===== src/rtl/fuse_pkg.sv =====
package fuse_pkg;
  localparam int unsigned NUM_KIND = 12;
  localparam int unsigned KIND_W   = $clog2(NUM_KIND + 1);
  localparam int unsigned SHAMT_W  = 6;

  localparam logic [6:0] OPC_LUI    = 7'b0110111;
  localparam logic [6:0] OPC_AUIPC  = 7'b0010111;
  localparam logic [6:0] OPC_OPIMM  = 7'b0010011;
  localparam logic [6:0] OPC_OPIMMW = 7'b0011011;
  localparam logic [6:0] OPC_OP     = 7'b0110011;
  localparam logic [6:0] OPC_OPW    = 7'b0111011;
  localparam logic [6:0] OPC_LOAD   = 7'b0000011;

  // hit vector bit positions; bit k reports kind code k+1
  localparam int unsigned K_LUI_ADDI   = 0;
  localparam int unsigned K_AUIPC_ADDI = 1;
  localparam int unsigned K_ZEXT_H     = 2;
  localparam int unsigned K_ZEXT_W     = 3;
  localparam int unsigned K_SZEXT_W    = 4;
  localparam int unsigned K_ADD_LD0    = 5;
  localparam int unsigned K_ADD_LOAD   = 6;
  localparam int unsigned K_AUIPC_LOAD = 7;
  localparam int unsigned K_LUI_LOAD   = 8;
  localparam int unsigned K_BFEXT      = 9;
  localparam int unsigned K_ADDI_LOAD  = 10;
  localparam int unsigned K_SHXADD_LD  = 11;

  typedef struct packed {
    logic               lui;
    logic               auipc;
    logic               addi;
    logic               slli;
    logic               add;
    logic               add_uw;
    logic               shxadd;
    logic [4:0]         rd;
    logic [SHAMT_W-1:0] shamt;
  } head_cls_t;

  typedef struct packed {
    logic               addi;
    logic               addiw;
    logic               srli;
    logic               load;
    logic               ld_zero;
    logic [4:0]         rs1;
    logic [4:0]         rd;
    logic [SHAMT_W-1:0] shamt;
  } tail_cls_t;
endpackage


===== src/rtl/fuse_head_decode.sv =====
module fuse_head_decode
  import fuse_pkg::*;
(
  input  logic [31:0] insn_i,
  output head_cls_t   cls_o
);
  logic [6:0] opc;
  logic [2:0] f3;
  logic [6:0] f7;
  logic       unused_rs1;

  assign opc = insn_i[6:0];
  assign f3  = insn_i[14:12];
  assign f7  = insn_i[31:25];
  assign unused_rs1 = ^insn_i[19:15];

  always_comb begin
    cls_o        = '0;
    cls_o.lui    = (opc == OPC_LUI);
    cls_o.auipc  = (opc == OPC_AUIPC);
    cls_o.addi   = (opc == OPC_OPIMM) && (f3 == 3'b000);
    cls_o.slli   = (opc == OPC_OPIMM) && (f3 == 3'b001) && (insn_i[31:20+SHAMT_W] == '0);
    cls_o.add    = (opc == OPC_OP) && (f3 == 3'b000) && (f7 == 7'b0000000);
    cls_o.add_uw = (opc == OPC_OPW) && (f3 == 3'b000) && (f7 == 7'b0000100);
    cls_o.shxadd = ((opc == OPC_OP) || (opc == OPC_OPW)) && (f7 == 7'b0010000) &&
                   ((f3 == 3'b010) || (f3 == 3'b100) || (f3 == 3'b110));
    cls_o.rd     = insn_i[11:7];
    cls_o.shamt  = insn_i[20 +: SHAMT_W];
  end
endmodule


===== src/rtl/fuse_tail_decode.sv =====
module fuse_tail_decode
  import fuse_pkg::*;
(
  input  logic [31:0] insn_i,
  output tail_cls_t   cls_o
);
  logic [6:0] opc;
  logic [2:0] f3;

  assign opc = insn_i[6:0];
  assign f3  = insn_i[14:12];

  always_comb begin
    cls_o         = '0;
    cls_o.addi    = (opc == OPC_OPIMM) && (f3 == 3'b000);
    cls_o.addiw   = (opc == OPC_OPIMMW) && (f3 == 3'b000);
    // bit 30 set would be an arithmetic shift
    cls_o.srli    = (opc == OPC_OPIMM) && (f3 == 3'b101) && (insn_i[31:20+SHAMT_W] == '0);
    cls_o.load    = (opc == OPC_LOAD) && (f3 != 3'b111);
    cls_o.ld_zero = (opc == OPC_LOAD) && (f3 == 3'b011) && (insn_i[31:20] == '0);
    cls_o.rs1     = insn_i[19:15];
    cls_o.rd      = insn_i[11:7];
    cls_o.shamt   = insn_i[20 +: SHAMT_W];
  end
endmodule


===== src/rtl/fuse_pair_match.sv =====
module fuse_pair_match
  import fuse_pkg::*;
#(
  parameter int unsigned ZEXTH_AMT = 48,
  parameter int unsigned ZEXTW_AMT = 32
) (
  input  head_cls_t             head_i,
  input  tail_cls_t             tail_i,
  output logic [NUM_KIND-1:0]   hit_o
);
  localparam logic [SHAMT_W-1:0] AMT_H = SHAMT_W'(ZEXTH_AMT);
  localparam logic [SHAMT_W-1:0] AMT_W = SHAMT_W'(ZEXTW_AMT);

  logic chain;
  logic shift_pair;
  logic [NUM_KIND-1:0] raw;

  assign chain = (head_i.rd != 5'd0) && (tail_i.rs1 == head_i.rd) && (tail_i.rd == head_i.rd);
  assign shift_pair = head_i.slli && tail_i.srli;

  always_comb begin
    raw               = '0;
    raw[K_LUI_ADDI]   = head_i.lui && (tail_i.addi || tail_i.addiw);
    raw[K_AUIPC_ADDI] = head_i.auipc && tail_i.addi;
    raw[K_ZEXT_H]     = shift_pair && (head_i.shamt == AMT_H) && (tail_i.shamt == AMT_H);
    raw[K_ZEXT_W]     = shift_pair && (head_i.shamt == AMT_W) && (tail_i.shamt == AMT_W);
    raw[K_SZEXT_W]    = shift_pair && (head_i.shamt == AMT_W) && (tail_i.shamt < AMT_W);
    raw[K_ADD_LD0]    = head_i.add && tail_i.ld_zero;
    raw[K_ADD_LOAD]   = (head_i.add || head_i.add_uw) && tail_i.load;
    raw[K_AUIPC_LOAD] = head_i.auipc && tail_i.load;
    raw[K_LUI_LOAD]   = head_i.lui && tail_i.load;
    raw[K_BFEXT]      = shift_pair;
    raw[K_ADDI_LOAD]  = head_i.addi && tail_i.load;
    raw[K_SHXADD_LD]  = head_i.shxadd && tail_i.load;
  end

  assign hit_o = raw & {NUM_KIND{chain}};
endmodule


===== src/rtl/fuse_prio_pick.sv =====
module fuse_prio_pick #(
  parameter int unsigned N = 12,
  parameter int unsigned W = $clog2(N + 1)
) (
  input  logic [N-1:0] req_i,
  output logic         any_o,
  output logic [W-1:0] code_o
);
  // lowest index wins; code = index + 1
  always_comb begin
    code_o = '0;
    for (int i = int'(N) - 1; i >= 0; i--) begin
      if (req_i[i]) code_o = W'(i + 1);
    end
  end

  assign any_o = |req_i;
endmodule


===== src/rtl/fuse_detect.sv =====
module fuse_detect
  import fuse_pkg::*;
#(
  parameter int unsigned ZEXTH_AMT = 48,
  parameter int unsigned ZEXTW_AMT = 32
) (
  input  logic                clk_i,
  input  logic                rst_ni,
  input  logic                old_valid_i,
  input  logic [31:0]         old_insn_i,
  input  logic                yng_valid_i,
  input  logic [31:0]         yng_insn_i,
  input  logic [NUM_KIND-1:0] en_mask_i,
  output logic                fuse_o,
  output logic [KIND_W-1:0]   kind_o
);
  head_cls_t           head_cls;
  tail_cls_t           tail_cls;
  logic [NUM_KIND-1:0] hit;
  logic [NUM_KIND-1:0] req;
  logic                any_d;
  logic [KIND_W-1:0]   kind_d;
  logic                fuse_q;
  logic [KIND_W-1:0]   kind_q;

  fuse_head_decode i_head (.insn_i(old_insn_i), .cls_o(head_cls));
  fuse_tail_decode i_tail (.insn_i(yng_insn_i), .cls_o(tail_cls));

  fuse_pair_match #(
    .ZEXTH_AMT(ZEXTH_AMT),
    .ZEXTW_AMT(ZEXTW_AMT)
  ) i_match (
    .head_i(head_cls),
    .tail_i(tail_cls),
    .hit_o (hit)
  );

  assign req = hit & en_mask_i & {NUM_KIND{old_valid_i & yng_valid_i}};

  fuse_prio_pick #(.N(NUM_KIND), .W(KIND_W)) i_pick (
    .req_i (req),
    .any_o (any_d),
    .code_o(kind_d)
  );

  always_ff @(posedge clk_i or negedge rst_ni) begin
    if (!rst_ni) begin
      fuse_q <= 1'b0;
      kind_q <= '0;
    end else begin
      fuse_q <= any_d;
      kind_q <= kind_d;
    end
  end

  assign fuse_o = fuse_q;
  assign kind_o = kind_q;
endmodule


===== config.mk =====
export PLATFORM = sky130hd
export DESIGN_NAME = fuse_detect
export DESIGN_NICKNAME = d
export VERILOG_FILES = /design/src/rtl/fuse_pkg.sv /design/src/rtl/fuse_head_decode.sv /design/src/rtl/fuse_tail_decode.sv /design/src/rtl/fuse_pair_match.sv /design/src/rtl/fuse_prio_pick.sv /design/src/rtl/fuse_detect.sv
export SDC_FILE = /design/constraint.sdc
export NUM_CORES = 1
export LEC_CHECK = 0
export BUFFER_PORTS_ARGS = -buffer_cell sky130_fd_sc_hd__clkbuf_2
export CORE_UTILIZATION = 36
export DETAILED_ROUTE_END_ITERATION = 10
export MAX_ROUTING_LAYER = met4
export PLACE_DENSITY = 0.77
export SYNTH_ARGS = -nofsm -noshare
export SYNTH_HDL_FRONTEND = slang
export SYNTH_HIERARCHICAL = 1
export SYNTH_SLANG_ARGS = --single-unit

===== constraint.sdc =====
create_clock -name clk_i -period 0.8 [get_ports clk_i]
set_input_delay 0.12 -clock clk_i [delete_from_list [all_inputs] [get_ports clk_i]]
set_output_delay 0.12 -clock clk_i [all_outputs]
set_load 0.01 [all_outputs]

-- Word level (Yosys, flattened, before mapping)
Cells that the tools add are included.
- muxes and demuxes: 12
- eq/ne operators: 23
- $lt $le $gt $ge: 1
- reduce and logical (&&, ||, !) cells: 45
- bitwise gates (word level): 4
- operator list (operator ; number):
    $mux 4 ; 12
    $and 12x12->12 ; 3
    $eq 7x5->1 const B ; 5
    $logic_and 1x1->1 ; 32
    $eq 6x6->1 const B ; 4
    $eq 7x6->1 const B ; 3
    $logic_not 12->1 ; 1
    $logic_not 6->1 ; 2
    $reduce_or 12->1 ; 1
    $eq 5x5->1 ; 2
    $eq 3x3->1 const B ; 3
    $eq 7x2->1 const B ; 1
    $eq 7x3->1 const B ; 1
    $logic_not 7->1 ; 1
    $eq 3x2->1 const B ; 2
    $logic_not 3->1 ; 2
    $lt 6x6->1 const B ; 1
    $logic_or 1x1->1 ; 5
    $reduce_bool 5->1 ; 1
    $eq 3x1->1 const B ; 1
    $ne 3x3->1 const B ; 1
    $and 1x1->1 ; 1
- input port bits: 80
- logic and storage cells: 87
- output and inout bits: 5
- flip-flop bits (word level): 5

-- Longest topological paths before layout
- depth in word-level cells: 21
- mapped depth: 10
- depth with buffers taken out: 10

-- Cells and area by module
Netlist, hierarchy kept.
- modules (own cells, without submodules) (module ; cells an instance ; area each (µm²) ; times used):
    fuse_pair_match ; 47 ; 280.3 ; 1
    fuse_detect ; 19 ; 240.2 ; 1
    fuse_tail_decode ; 33 ; 225.2 ; 1
    fuse_head_decode ; 27 ; 211.5 ; 1
    fuse_prio_pick ; 24 ; 136.4 ; 1

-- Worst setup path before layout
Ideal clock, no wire load.
- path kind: input -> register
- start: input port old_insn_i[26]
- end: register kind_q[0], in the netlist kind_o[0]
- buffers on the path: 0
- arrival time: 2.164 ns
- required time: 0.676 ns
- setup slack: -1.488 ns
- setup time: 0.124 ns
- stages on the path: 10
- path through: or4_4 -> nor4_2 -> and4b_1 -> nor4bb_1 -> nand4_1 -> nor4_1 -> and4_1 -> nand2b_1 -> a21oi_1 -> a21oi_1
- RTL lines (what ; RTL line ; text):
    start, declared ; fuse_detect.sv:10 ; input logic [31:0] old_insn_i,
    end signal, assigned ; fuse_detect.sv:52 ; kind_q <= kind_d;
    end, declared ; fuse_detect.sv:24 ; logic [KIND_W-1:0] kind_q;

==> impl_results.rst <==
.. list-table::
   :header-rows: 1

   * - Metric
     - Value
   * - Routability congestion estimate from global placement
     - around 0.79
   * - Mapped cell area
     - between 0.001 and 0.0015 sq mm
   * - Buffer type at the clock tree root
     - sky130_fd_sc_hd__clkbuf_4
   * - Std-Cell Rows
     - 19
   * - Critical path launch point type
     - primary input
   * - Post-route core utilization
     - 58.5%
   * - Worst Hold Slack
     - 0.237 ns
   * - Hold crit path type
     - in2async
   * - Number of buffer cells added on primary ports
     - just under 80
   * - Iter 0 DRT Violations
     - 25
   * - Die Area
     - 0.00326 sq mm
   * - Total instance count after detailed placement
     - approximately 270
   * - Number of placed I/O pins
     - 85
   * - Length of the first detailed-routing pass in iterations
     - 7
   * - Max capacitance violation total
     - 0
   * - Most area-hungry cell type in the Yosys netlist
     - sky130_fd_sc_hd__buf_4
   * - Filler cell count in the final layout
     - ~300
   * - Cell with the most instances after synthesis
     - sky130_fd_sc_hd__buf_4
   * - Top delay family on crit path
     - simple AND/OR/NAND/NOR gates
   * - Clock slew at the register clock pins of the worst setup and hold paths
     - roughly 0.040 ns
   * - Period Utilization, post-route
     - 276%
   * - Initial core utilization
     - 39.0%
   * - Post-synth ARST share
     - 100%
   * - Overall global routing resource usage
     - between 10% and 20%
   * - Tmin final
     - between 2 and 2.5 ns
   * - Antenna violations before repair
     - 0
   * - Buffer depth of the longest clock path
     - 2
   * - Transition at the pin with the smallest max-transition slack
     - around 0.68 ns
   * - Syn. warnings
     - 6
   * - Drt drc
     - 9
   * - Final Worst Setup Slack
     - -1.41 ns
   * - Detailed-route wire length
     - around 3000 um
   * - Final Cell Area
     - between 0.0015 and 0.002 sq mm
   * - Chip width
     - around 57 um
   * - Avg WL per Cell
     - ~11 um
   * - Proportion of layout cells with a drive suffix above 1
     - between 50% and 60%
   * - DP Wirelength
     - 2770 um
   * - Seq/Total Area, Yosys
     - a little under an eighth
   * - Grt ovf
     - 0
   * - Cell Pwr Density
     - 581 mW/mm^2
   * - Count of buffer and inverter cells on the critical path
     - 1
   * - Antenna viol nets, final
     - 0
   * - Leading cell types by total area after synthesis
     - sky130_fd_sc_hd__buf_4 (19%), sky130_fd_sc_hd__dfrtp_1 (11%), sky130_fd_sc_hd__nor4_1 (11%), sky130_fd_sc_hd__and4_1 (10%), sky130_fd_sc_hd__nor3_1 (4.1%)
   * - Antenna diode count
     - 0
   * - Run status
     - finished, violations left
   * - Post-synthesis instance total
     - 150
   * - Layout net count
     - 320
   * - Total of endpoints with negative setup slack in the final report
     - 10
   * - Post-synth EDFFs
     - 0
   * - Total via count after detailed routing
     - about 1400
   * - Synthesis-to-layout area growth
     - 50.1%
   * - Top achievable clock speed
     - ~450 MHz
   * - Violated checks
     - DRC, setup timing
   * - Leading register cell type out of synthesis
     - sky130_fd_sc_hd__dfrtp_1
   * - Total Power
     - 0.954 mW
   * - Worst-case setup slack after placement
     - -1.68 ns
   * - TritonCTS clock tree
     - built
   * - Non-filler instance count after layout
     - 270
   * - Standard cell with the maximum stage delay on the critical path
     - sky130_fd_sc_hd__or4b_1
   * - First-pass GRT wire length
     - slightly above 5000 um
   * - Leakage power summed over all cells
     - 0.806 nW
   * - Total count of max-transition violations in the final report
     - 0
   * - Max VDD drop
     - about 0.26 mV
   * - Number of buffers created by CTS
     - 3
   * - Setup TNS
     - -6.92 ns
   * - Clk sink count
     - 5
   * - Delay of the slowest critical-path stage
     - around 0.54 ns
   * - Endpoint kind of the worst setup timing path
     - flop
   * - Standard cell core area
     - roughly 0.0028 sq mm
   * - Cells traversed along the worst timing path
     - clkbuf_2 -> or4b_1 -> nor4_1 -> nor4bb_4 -> nand4_1 -> nor4_1 -> and4_1 -> nand2b_1 -> a21oi_1 -> a21oi_1
   * - Post-synthesis area per instance
     - ~7.3 sq um
   * - Worst rel slew slack
     - 54.7%
   * - Die Height
     - roughly 57 um
   * - Top cells by instance count after synthesis
     - sky130_fd_sc_hd__buf_4 (27), sky130_fd_sc_hd__nor4_1 (20), sky130_fd_sc_hd__and4_1 (13)
   * - Synthesized Nets
     - 230
   * - Pin count of the biggest net entering global routing
     - 12
   * - Via count of the first global-routing pass
     - about 1400
   * - Worst Path Max Fanout
     - 4
   * - Worst Path Required
     - 0.96 ns
   * - H-tree Lvls
     - 1
   * - Placement Cell Area
     - 0.00160 sq mm
   * - Via density
     - 5.29
   * - WS Path Type
     - in2reg
   * - RSZ-0062 raised after global routing
     - true
   * - Synth cell types
     - 39
   * - Critical path data arrival time
     - between 2 and 2.5 ns
   * - Count of final hold-check violations
     - 0
   * - Fraction of post-synthesis cell area in the top cell type by area
     - a little under a fifth
   * - Flip-flop and latch count after synthesis
     - 5
-- per-layer routing --
layer | routed length (um) | track usage, % | vias to the layer above
met3 | 139 | 1.36 | 2
li1 | - | - | 744
met1 | 1160 | 19.1 | 644
met4 | 21 | 5.23 | 0
met2 | 1700 | 40.7 | 39
met5 | 0 | - | -
-- sequential cells by signal, summed over array words and instances, names as in the netlist --
signal	flops
fuse_o	1
kind_o	4
-- placed cells by master, fill, tap and decap left out, types with 2 or more instances in the layout --
cell,n
sky130_fd_sc_hd__a21oi_1,2
sky130_fd_sc_hd__and3_1,4
sky130_fd_sc_hd__and3_2,2
sky130_fd_sc_hd__and4_1,12
sky130_fd_sc_hd__and4b_1,2
sky130_fd_sc_hd__buf_4,37
sky130_fd_sc_hd__clkbuf_2,79
sky130_fd_sc_hd__clkbuf_4,3
sky130_fd_sc_hd__dfrtp_1,5
sky130_fd_sc_hd__inv_1,2
sky130_fd_sc_hd__nand2_1,11
sky130_fd_sc_hd__nand2b_1,2
sky130_fd_sc_hd__nand3_1,3
sky130_fd_sc_hd__nand4_1,2
sky130_fd_sc_hd__nand4b_1,2
sky130_fd_sc_hd__nor2_1,11
sky130_fd_sc_hd__nor3_1,9
sky130_fd_sc_hd__nor4_1,19
sky130_fd_sc_hd__nor4_2,2
sky130_fd_sc_hd__nor4b_1,3
sky130_fd_sc_hd__o21ai_0,2
sky130_fd_sc_hd__o22ai_1,2
sky130_fd_sc_hd__or3_1,2
sky130_fd_sc_hd__or4_1,2
sky130_fd_sc_hd__or4b_1,2
-- cell type report --
| cell class | count | area, sq um | area share [%] |
|---|---|---|---|
| flip-flops and latches | 5 | 125 | 7.62 |
| clock buffers | 4 | 26.3 | 1.60 |
| inverters | 2 | 7.51 | 0.457 |
| multi-input cells | 111 | 761 | 46.3 |
| well taps | 31 | 38.8 | 2.36 |
| repair buffers | 117 | 683 | 41.6 |
-- worst paths after layout --
check                              start         to  slack, ns  cells after the start
setup / recovery           yng_insn_i[5]  kind_o[0]      -1.41                     10
hold / removal                    rst_ni  kind_o[0]       0.24                      2
max in group asynchronous         rst_ni  kind_o[2]       0.43                      2
min in group clk_i         en_mask_i[11]  kind_o[2]       0.28                      4
-- power breakdown --
part	internal [mW]	switching [mW]
registers	0.254	0.00000000116
clock network	0.188	0.0932
logic	0.253	0.166
total	0.695	0.259
-- what timing repair did --
action,4_1_cts,5_1_grt
hold endpoints to repair,5,0
endpoints found under the setup margin,10,10
setup buffers,0,0
pin swaps,2,1
hold buffers,1,0
resized for setup,1,1
-- kinds of logic after synthesis --
logic type	count (synthesis)	synth area share, %
AOI/OAI and AO/OA	13	8.35
buffers and inverters	34	21.9
DFF	5	11.4
and+or+nand+nor	98	58.4
(Power assumes the default switching activity.)
